===== config.mk =====
export PLATFORM = sky130hd
export DESIGN_NAME = pwm_aligned_channel
export DESIGN_NICKNAME = d
export VERILOG_FILES = /design/src/rtl/pwm_cmp_pkg.sv /design/src/rtl/pwm_prescaler.sv /design/src/rtl/pwm_clk_sel.sv /design/src/rtl/pwm_wave_core.sv /design/src/rtl/pwm_aligned_channel.sv
export SDC_FILE = /design/constraint.sdc
export NUM_CORES = 1
export LEC_CHECK = 0
export BUFFER_PORTS_ARGS = -buffer_cell sky130_fd_sc_hd__buf_2
export CORE_MARGIN = 3
export CORE_UTILIZATION = 47
export CTS_CLUSTER_DIAMETER = 30
export CTS_CLUSTER_SIZE = 8
export DETAILED_ROUTE_END_ITERATION = 8
export HOLD_SLACK_MARGIN = 0.05
export PLACE_DENSITY = 0.76
export SLEW_MARGIN = 20
export SYNTH_ARGS = -nofsm -noshare
export SYNTH_HDL_FRONTEND = slang
export SYNTH_SLANG_ARGS = --single-unit
export TNS_END_PERCENT = 10

===== constraint.sdc =====
create_clock -name clk -period 10.2 [get_ports clk]
set_input_delay 1.02 -clock clk [delete_from_list [all_inputs] [get_ports clk]]
set_output_delay 1.02 -clock clk [all_outputs]
set_load 0.005 [all_outputs]

===== src/rtl/pwm_cmp_pkg.sv =====
// Shared definitions for the aligned PWM channel.
// Assumes: clock select codes above the prescaler taps pick the external
// enables in a fixed order (first A, then B).
package pwm_cmp_pkg;
    typedef enum logic {
        DIR_UP   = 1'b0,
        DIR_DOWN = 1'b1
    } cnt_dir_e;
endpackage


===== src/rtl/pwm_prescaler.sv =====
// Free-running prescaler. Produces PRE_W+1 single-cycle enable taps; tap k
// fires once every 2^k master-clock cycles (tap 0 on every cycle).
// Assumes: taps are consumed as clock enables on the same clock.
module pwm_prescaler #(
    parameter int PRE_W = 10
) (
    input  logic             clk,
    input  logic             rst_n,
    output logic [PRE_W:0]   tap_o
);
    logic [PRE_W-1:0] div_q;

    // Advance the free-running divider every master-clock cycle.
    always_ff @(posedge clk) begin
        if (!rst_n) div_q <= '0;
        else        div_q <= div_q + 1'b1;
    end

    assign tap_o[0] = 1'b1;
    for (genvar k = 1; k <= PRE_W; k++) begin : g_tap
        // Tap k fires when the low k divider bits are all ones.
        assign tap_o[k] = &div_q[k-1:0];
    end

    // The divide-by-two tap never fires on two consecutive cycles.
    assert_tap_alternates_R8: assert property (@(posedge clk) disable iff (!rst_n)
        tap_o[1] |=> !tap_o[1]);
endmodule


===== src/rtl/pwm_clk_sel.sv =====
// Counter-enable selector. Codes 0..PRE_W pick a prescaler tap, PRE_W+1 the
// external enable A, PRE_W+2 the external enable B; other codes give none.
// Assumes: external enables are synchronous single-cycle strobes.
module pwm_clk_sel #(
    parameter int PRE_W = 10,
    parameter int SEL_W = 4
) (
    input  logic             clk,
    input  logic             rst_n,
    input  logic [PRE_W:0]   tap_i,
    input  logic [SEL_W-1:0] sel_i,
    input  logic             ext_a_i,
    input  logic             ext_b_i,
    output logic             tick_o
);
    localparam int CODE_A = PRE_W + 1;
    localparam int CODE_B = PRE_W + 2;

    // Route the selected source to the counter enable.
    always_comb begin
        tick_o = 1'b0;
        for (int k = 0; k <= PRE_W; k++) begin
            if (sel_i == SEL_W'(k)) tick_o = tap_i[k];
        end
        if (sel_i == SEL_W'(CODE_A)) tick_o = ext_a_i;
        if (sel_i == SEL_W'(CODE_B)) tick_o = ext_b_i;
    end

    // Unused codes never produce an enable.
    assert_no_tick_unused_R10: assert property (@(posedge clk) disable iff (!rst_n)
        (int'(sel_i) > CODE_B) |-> !tick_o);
endmodule


===== src/rtl/pwm_wave_core.sv =====
// Channel counter and comparator. Holds shadow copies of period, duty and
// mode, loaded at enable and at each period boundary, and advances the
// counter on the selected tick. Output: active when counter >= duty while
// counting up, counter > duty while counting down.
// Assumes: period value is at least 1.
module pwm_wave_core
    import pwm_cmp_pkg::*;
#(
    parameter int CW = 16
) (
    input  logic          clk,
    input  logic          rst_n,
    input  logic          en_i,
    input  logic          center_i,
    input  logic [CW-1:0] period_i,
    input  logic [CW-1:0] duty_i,
    input  logic          tick_i,
    output logic          pwm_o,
    output logic          evt_o
);
    logic          en_q;
    logic          align_q;
    logic [CW-1:0] prd_q;
    logic [CW-1:0] dty_q;
    logic [CW-1:0] cnt_q;
    cnt_dir_e      dir_q;
    logic          evt_q;

    logic [CW:0]   cnt_inc;
    logic          last_up;
    logic          adv;
    logic          wrap;
    logic [CW-1:0] cnt_n;
    cnt_dir_e      dir_n;

    assign cnt_inc = {1'b0, cnt_q} + {{CW{1'b0}}, 1'b1};
    assign last_up = (cnt_inc >= {1'b0, prd_q});
    assign adv     = en_q & en_i & tick_i;

    // Next counter value and direction for one enabled tick.
    always_comb begin
        wrap  = 1'b0;
        cnt_n = cnt_q;
        dir_n = dir_q;
        if (!align_q) begin
            if (last_up) begin
                wrap  = 1'b1;
                cnt_n = '0;
            end else begin
                cnt_n = cnt_inc[CW-1:0];
            end
        end else if (dir_q == DIR_UP) begin
            if (last_up) begin
                cnt_n = prd_q;
                dir_n = DIR_DOWN;
            end else begin
                cnt_n = cnt_inc[CW-1:0];
            end
        end else if (cnt_q <= CW'(1)) begin
            wrap  = 1'b1;
            cnt_n = '0;
            dir_n = DIR_UP;
        end else begin
            cnt_n = cnt_q - CW'(1);
        end
    end

    // Channel state: idle when disabled, shadow load at start, count on tick.
    always_ff @(posedge clk) begin
        if (!rst_n) begin
            en_q    <= 1'b0;
            align_q <= 1'b0;
            prd_q   <= '0;
            dty_q   <= '0;
            cnt_q   <= '0;
            dir_q   <= DIR_UP;
            evt_q   <= 1'b0;
        end else if (!en_i) begin
            en_q    <= 1'b0;
            cnt_q   <= '0;
            dir_q   <= DIR_UP;
            evt_q   <= 1'b0;
        end else begin
            en_q  <= 1'b1;
            evt_q <= adv & wrap;
            if (!en_q || (adv && wrap)) begin
                align_q <= center_i;
                prd_q   <= period_i;
                dty_q   <= duty_i;
            end
            if (!en_q) begin
                cnt_q <= '0;
                dir_q <= DIR_UP;
            end else if (adv) begin
                cnt_q <= cnt_n;
                dir_q <= dir_n;
            end
        end
    end

    // Compare counter with duty; direction decides the tie at the threshold.
    assign pwm_o = en_q & ((dir_q == DIR_DOWN) ? (cnt_q > dty_q) : (cnt_q >= dty_q));
    assign evt_o = evt_q;

    assert_disable_idle_R7: assert property (@(posedge clk) disable iff (!rst_n)
        !en_i |=> (!pwm_o && !evt_o && cnt_q == '0));
    assert_evt_at_zero_R5: assert property (@(posedge clk) disable iff (!rst_n)
        evt_o |-> (cnt_q == '0 && dir_q == DIR_UP));
    assert_left_range_R2: assert property (@(posedge clk) disable iff (!rst_n)
        (en_q && !align_q && prd_q != '0) |-> (cnt_q < prd_q && dir_q == DIR_UP));
    assert_center_range_R3: assert property (@(posedge clk) disable iff (!rst_n)
        (en_q && align_q) |-> (cnt_q <= prd_q));
    assert_shadow_hold_R6: assert property (@(posedge clk) disable iff (!rst_n)
        (en_q && $past(en_q) && !evt_o) |->
            ($stable(prd_q) && $stable(dty_q) && $stable(align_q)));
endmodule


===== src/rtl/pwm_aligned_channel.sv =====
// Single PWM channel: prescaler, enable selector and wave core.
// Assumes: all inputs are synchronous to clk; period_i >= 1.
module pwm_aligned_channel #(
    parameter int CW    = 16,
    parameter int PRE_W = 10,
    parameter int SEL_W = $clog2(PRE_W + 3)
) (
    input  logic             clk,
    input  logic             rst_n,
    input  logic             en_i,
    input  logic             center_i,
    input  logic [SEL_W-1:0] clk_sel_i,
    input  logic [CW-1:0]    period_i,
    input  logic [CW-1:0]    duty_i,
    input  logic             ext_a_i,
    input  logic             ext_b_i,
    output logic             pwm_o,
    output logic             evt_o
);
    logic [PRE_W:0] tap;
    logic           tick;

    pwm_prescaler #(.PRE_W(PRE_W)) u_pre (
        .clk   (clk),
        .rst_n (rst_n),
        .tap_o (tap)
    );

    pwm_clk_sel #(.PRE_W(PRE_W), .SEL_W(SEL_W)) u_sel (
        .clk     (clk),
        .rst_n   (rst_n),
        .tap_i   (tap),
        .sel_i   (clk_sel_i),
        .ext_a_i (ext_a_i),
        .ext_b_i (ext_b_i),
        .tick_o  (tick)
    );

    pwm_wave_core #(.CW(CW)) u_core (
        .clk      (clk),
        .rst_n    (rst_n),
        .en_i     (en_i),
        .center_i (center_i),
        .period_i (period_i),
        .duty_i   (duty_i),
        .tick_i   (tick),
        .pwm_o    (pwm_o),
        .evt_o    (evt_o)
    );
endmodule


==> metrics.txt, run 1 <==
status=finished, final reports clean; syn_area_per_cell=7.80 um2; reg2reg end=u_core.dty_q[1]$_SDFFE_PN0P_; Clock transition at path regs=0.08 ns; critical path data arrival time=4.99 ns; Netlist cell types=54; # diodes=0; WP depth=13; DR iter-0 viols=296; NumNets Final=679; power share of the clock group=0.424; reg2reg start=u_core.cnt_q[0]$_SDFFE_PN0P_; share of cells above drive strength 1=0.121; Setup Buffers After CTS=0; htree depth=3; post-synthesis sequential area ratio=0.275; Hold Vio Cnt, Final=0; Filler cells=878; fin crit share=0.462; asr flop ratio synth=0; IO Pins=44; RSZ-0062 raised after global routing=no; post-synthesis cell count=578; DRC viols=0; sequential share of power=0.433; Finish-stage setup viols=0; initial antenna violation count=0; fin. max-slew vios=0; Area after DPL=4720 um2; worst min-delay path startpoint=u_core.dty_q[10]$_SDFFE_PN0P_; DR pass1 iterations=5; Max Freq=212 MHz; CP max-delay cell=a31oi_4; post-route cell area=4960 um2; net switching power=0.000167 W; Worst-Skew Late Latency=0.36 ns; main combinational cell family by area after synthesis=simple AND/OR/NAND/NOR gates; PostCTS Resize Cnt=0; Syn Std Cell Area=4510 um2; final WL=11,800 um; hold path endpoint=u_core.dty_q[10]$_SDFFE_PN0P_; Final ANT Viol Nets=0; overall power=0.000604 W; final setup TNS=0 ns; max_cap viols=0; CTS Hold Buffers Added=0; relative slew slack=0.344; root buf cell=clkbuf_8; Post-Syn Nets=659; Reg area=1240 um2; largest net degree at the start of global routing=79; Power Density=122 nW/um2; clock net sink count=62; P_leak=2.10 nW; Post-synth EDFFs=0; routability-driven placement congestion ratio=1.02; Critical Path Fanout Max=20; Chip Width=104 um; r2r setup slk=5.49 ns; Non-Filler Instances=732; Slew @ Worst Pin=0.983 ns; CP startpoint kind=register; multi-input logic area=2910 um2; Simple-Gate Fraction of Synth Area=0.229; Worst Reg-to-Reg Cells=13; register bit total from synthesis=62; cell-by-cell trace of the critical path=ha_1 -> and3_1 -> or3b_2 -> xnor2_1 -> ha_1 -> nand4_1 -> nor2_1 -> nand4_1 -> o21ai_0 -> o21ai_0 -> a31oi_4 -> buf_4 -> mux2i_1; placed cell count=716; worst path buffer plus inverter count=1; CP max stage delay=0.58 ns; most common cell after layout, fill and taps aside=nand2_1; number of CTS-inserted buffers=9; Worst Hold Class=register to register; gr ovfl total=0; Tmin final=4.71 ns; Die H=104 um; Final WS setup=5.49 ns; Detail Placement HPWL=8500 um; cell-internal power=0.000437 W; Net Sw Frac=0.276; dominant synthesized flop cell=dfxtp_1; via count of the routed design=4,192; Logic pwr share=0.144; Place WS=5.62 ns; worst hold path stage count=2; Vias/cell=5.73; mux cell area share after synthesis=0.0755; IO buf count=43; Core Footprint=9280 um2; first-pass GRT wire length=19,600 um; area grow syn2layout=10.1%; leading cell types in the layout, fill and taps excluded=nand2_1, dfxtp_1, inv_1; critical path class=register to register; Die ar.=10,800 um2; worst endpoint required time=10.48 ns; Initial Utilization=0.485; maximum vdd drop=0.0679 mV; Synth Area in Compound Gates=0.174; adder-cell share of the synthesized area=0.108; Max Buffers Root-to-Sink=2; Synth Warn #=0; CTS tree=yes; number of global-route vias before repair=4,089; All-Layer GR Usage=0.221; Post-Synth XOR/XNOR Area=0.0583; CP delay by family, top=compound AO/OA/AOI/OAI gates; Critical Path Sink Type=register; row cnt=35; clk_skew=0.0133 ns; Avg WL per Cell=16.1 um
synth_stat cells (3+ instances only):
cell	number	area (um2)
o21ai_0	20	100
and3_1	5	31.3
nand2_1	92	345
o21a_1	3	22.5
o21bai_1	5	37.5
nand4_1	12	75.1
a21o_1	5	37.5
xor2_1	4	35.0
nand2b_1	3	18.8
mux2i_1	34	340
o2bb2ai_1	8	70.1
dfxtp_1	62	1240
nor4_1	3	18.8
a221oi_1	3	26.3
nor2b_1	6	37.5
o32ai_1	8	70.1
nand3_1	20	100
inv_1	47	176
a21oi_1	26	130
ha_1	39	488
nor2_1	32	120
buf_8	3	45.0
a31oi_1	11	68.8
a211oi_1	6	45.0
nor3_1	13	65.1
clkbuf_1	32	120
or4_4	3	33.8
o31ai_1	3	22.5
xnor2_1	26	228
and2_1	13	81.3
worst max-delay path by stage:
stage          slack (ns)                           end                    startpoint
3_3_place_gp         5.78  u_core.dty_q[0]$_SDFFE_PN0P_  u_core.cnt_q[0]$_SDFFE_PN0P_
4_1_cts              5.53  u_core.prd_q[0]$_SDFFE_PN0P_  u_core.cnt_q[0]$_SDFFE_PN0P_
6_report             5.49  u_core.dty_q[1]$_SDFFE_PN0P_  u_core.cnt_q[0]$_SDFFE_PN0P_
3_5_place_dp         5.62  u_core.prd_q[0]$_SDFFE_PN0P_  u_core.cnt_q[0]$_SDFFE_PN0P_
5_1_grt              5.12  u_core.dty_q[0]$_SDFFE_PN0P_  u_core.cnt_q[0]$_SDFFE_PN0P_
2_1_floorplan        6.48   u_core.align_q$_SDFFE_PN0P_  u_core.cnt_q[2]$_SDFFE_PN0P_
per-layer routing:
metal | wire length, um | up-vias | global-route usage | part of all wire
met5 | 0 | - | 0 | 0
met4 | 580 | 0 | 0.114 | 0.049
met3 | 830 | 47 | 0.0621 | 0.070
met2 | 5290 | 171 | 0.356 | 0.45
met1 | 5100 | 1924 | 0.270 | 0.43
li1 | - | 2050 | - | -
power by group through the flow:
stage | Combinational, W | Sequential [W] | Clock [W]
after floorplan | 0.0000639 | 0.000263 | 0
after global placement | 0.0000819 | 0.000266 | 0
after detailed placement | 0.0000846 | 0.000266 | 0
after CTS | 0.0000859 | 0.000261 | 0.000258
after global routing | 0.0000966 | 0.000262 | 0.000270
final | 0.0000867 | 0.000261 | 0.000256
area by class of cell:
type	instances	share of cell area
Clock inverter	5	0.0164
Timing Repair Buffer	46	0.0479
Inverter	47	0.0356
Tap cell	129	0.0325
Clock buffer	11	0.0305
Multi-Input combinational cell	432	0.587
Sequential cell	62	0.250
worst reg2reg max path, delay by kind of cell, from the launching register on:
kind            cells  cell delay [ns]
flops               1             0.54
compound gates      3             1.39
fa+ha+maj           2             0.64
mux                 1             0.25
xor+xnor            1             0.16
buf+inv             1             0.45
simple gates        5             1.21
per-stage QoR:
stage,util,hold slack (ns)
2_1_floorplan,-,0.435
3_3_place_gp,0.509,0.445
3_5_place_dp,0.509,0.450
4_1_cts,0.534,0.461
5_1_grt,0.534,0.472
6_report,0.534,0.459
flip-flops by register name (all words and copies together), names as in the netlist:
| name | flops |
|---|---|
| u_core.evt_o | 1 |
| u_core.dty_q | 16 |
| u_core.prd_q | 16 |
| u_core.en_q | 1 |
| u_pre.div_q | 10 |
| u_core.dir_q | 1 |
| u_core.cnt_q | 16 |
| u_core.align_q | 1 |
kinds of logic (layout without fill, tap and decap cells):
family,after synthesis,in the layout
buf+inv,84,109
xor+xnor,30,30
compound gates,114,114
fa+ha+maj,39,39
flops,62,62
simple gates,215,215
mux,34,34
No activity file was read; power rests on OpenSTA's default activity.
==> inputs of run 2 (changes only) <==
Settings changed: ABC_AREA set to 1, PLACE_DENSITY 0.76 to 0.78.
Clock period 10.2 ns to 4.1 ns, I/O delays scaled along.
==> run 2 against run 1 <==
  * Area after synthesis increased by 3.6%
  * Routed wire length decreased by 5.5%
  * Register-to-register slack got worse by 5.0 ns
  * Via count increased by 9.1%
  * Critical path type unchanged
  * Critical endpoint is now u_core.prd_q[10]$_SDFFE_PN0P_
  * Largest power group unchanged
  * Highest routed layer unchanged
==> metrics.txt, run 2 <==
Netlist cell types=40 (-26%); DRC viols=0 (unchanged); Filler cells=984 (+12%); synth top area cells=dfxtp_1, nand2_1, ha_1, inv_1, nor2_1; most common cell after layout, fill and taps aside=nand2_1; gr ovfl total=0 (unchanged); Chip Width=106 um (+1.7%); clock net sink count=62 (unchanged); dominant cell type by area after synthesis=dfxtp_1; syn_area_per_cell=6.41 um2 (-18%); reg2reg start=u_core.cnt_q[0]$_SDFFE_PN0P_; # diodes=0 (unchanged); Final ANT Viol Nets=0 (unchanged); Tmin final=3.63 ns (-1.08 ns); leading cell types in the layout, fill and taps excluded=nand2_1, inv_1, nor2_1; Area after DPL=4910 um2 (+4.0%); Vias/cell=5.14 (-10%); Power Density=291 nW/um2 (+140%); CP startpoint kind=register; Clock transition at path regs=0.08 ns (about the same); DR iter-0 viols=263 (-11%); Initial Utilization=0.494 (+0.00821); PostCTS Resize Cnt=0 (unchanged); Synth Warn #=0 (unchanged); Synth top area share=0.266 (-0.00959); root buf cell=clkbuf_8; CTS Hold Buffers Added=0 (unchanged); final WL=11,200 um (-5.5%); crit path from=u_core.cnt_q[0]$_SDFFE_PN0P_; Finish-stage setup viols=0 (unchanged); first-pass GRT wire length=19,100 um (-2.8%); clk_skew=0.0128 ns (-0.000492 ns); final setup TNS=0 ns (unchanged); post-synthesis sequential area ratio=0.266 (-0.00959); IO Pins=44 (unchanged); maximum vdd drop=0.171 mV (+150%); post-synthesis cell count=729 (+26%); Critical Path Fanout Max=38 (+90%); asr flop ratio synth=0 (unchanged); NumNets Final=837 (+23%); top-count cell post-synth=nand2_1; area grow syn2layout=10.4%; htree depth=3 (unchanged); post-route cell area=5150 um2 (+3.9%); fin crit share=0.886 (+0.424); All-Layer GR Usage=0.205 (-0.0163); Die H=106 um (+1.7%); register bit total from synthesis=62 (unchanged); IO buf count=43 (unchanged); Core Footprint=9460 um2 (+1.9%); Max Buffers Root-to-Sink=2 (unchanged); via count of the routed design=4,575 (+9.1%); number of CTS-inserted buffers=9 (unchanged); largest net degree at the start of global routing=68 (-14%); Post-Syn Nets=810 (+23%); status=finished, final reports clean; CTS tree=yes; Slew @ Worst Pin=0.732 ns (-0.252 ns); row cnt=35 (unchanged); relative slew slack=0.512 (+0.168); Detail Placement HPWL=8380 um (-1.5%); Max Freq=275 MHz (+30%); routability-driven placement congestion ratio=0.951 (-6.8%); number of global-route vias before repair=4,268 (+4.4%); RSZ-0062 raised after global routing=no; P_leak=2.66 nW (+26%); critical path class=register to register; initial antenna violation count=0 (unchanged); Setup Buffers After CTS=0 (unchanged); most frequent cells after synthesis=nand2_1, inv_1, nor2_1, dfxtp_1, a21oi_1; Hold Vio Cnt, Final=0 (unchanged); Syn Std Cell Area=4670 um2 (+3.6%); max_cap viols=0 (unchanged); worst min-delay path startpoint=period_i[14]; dominant synthesized flop cell=dfxtp_1; DR pass1 iterations=5 (unchanged); critical path data arrival time=3.87 ns (-1.12 ns); Post-synth EDFFs=0 (unchanged); worst endpoint required time=4.34 ns (-6.14 ns); Avg WL per Cell=12.5 um (-22%); Critical Path Sink Type=register; Die ar.=11,200 um2 (+3.4%); utilization after layout=0.545 (+0.0106); share of cells above drive strength 1=0.122 (+0.00115); Worst-Skew Late Latency=0.35 ns (about the same); top flop regs=u_core.cnt_q (16), u_core.dty_q (16), u_core.prd_q (16); fin. max-slew vios=0 (unchanged); Worst Hold Class=input port to register
## run 2: changes by cell type in the layout (fill, tap and decap cells not counted), moves of 14 or more
cell,previous run,this run
a21oi_1,26,59
nand3_1,20,53
nor2_1,31,89
xnor2_1,26,0
nand2_1,92,139
inv_1,47,128
o21ai_0,20,34
mux2i_1,34,0
## run 2: cell families after synthesis
group	share of synthesized area
adders and majority gates	0.105
DFF	0.266
and+or+nand+nor	0.288
xor gates and xnor gates	0.0319
AOI/OAI and AO/OA	0.163
buffers and inverters	0.146
## run 2: area by class of cell
cell class,count,area (um2),area share
inverter,133,499,0.0969
clock inverter,5,81.3,0.0158
tap,129,161,0.0313
timing repair buffer,48,265,0.0515
clock buffer,11,151,0.0294
multi-input combinational,502,2750,0.534
sequential,62,1240,0.241
## run 2: path summary, 6_finish.rpt
kind	end	slack [ns]	cells past startpoint
max	u_core.prd_q[10]$_SDFFE_PN0P_	0.47	24
min	u_core.prd_q[14]$_SDFFE_PN0P_	0.37	5
max reg2reg	u_core.prd_q[10]$_SDFFE_PN0P_	0.47	24
min reg2reg	u_pre.div_q[0]$_SDFF_PN0_	0.47	1
## run 2: per-layer routing
metal  GRT usage  vias to the layer above  wire, um
met5           0                        -         0
met4      0.0592                        0       168
met3      0.0453                       20       692
met2       0.343                      143      5130
met1       0.265                     2044      5160
li1            -                     2368         -
## run 2: power breakdown
part	switching [W]	internal, W	leakage [nW]
Clock	0.000257	0.000375	0.116
Sequential	0.0000195	0.000630	0.508
Combinational	0.000131	0.0000840	2.03
## run 2: worst max-delay path, stage by stage, from the launching register on
cell and delay, ns:
dfxtp_1 0.43, inv_1 0.18, nor3_2 0.28, nand2_1 0.17, nor3_2 0.21, inv_1 0.10, o21ai_1 0.21, inv_1 0.06
ha_1 0.27, nand2_1 0.06, nor2_1 0.14, nand3_1 0.12, nor2_1 0.10, nor2_1 0.04, nand3_1 0.08, nand2_1 0.08
nand3_2 0.07, nand2_1 0.05, nand2_1 0.06, nand2_2 0.10, nand2_8 0.22, buf_12 0.22, nand3_1 0.10, nand2_1 0.09
nor2_1 0.04
## run 2: stage by stage
step                      hold WS [ns]  instances  setup slack [ns]  total power (W)
final                            0.366        890             0.468          0.00150
after global routing             0.389        890            0.0478          0.00156
after detailed placement         0.453        874             0.354         0.000878
after CTS                        0.363        890             0.349          0.00150
after global placement           0.450        874             0.426         0.000873
after floorplan                  0.425        729              1.11         0.000822
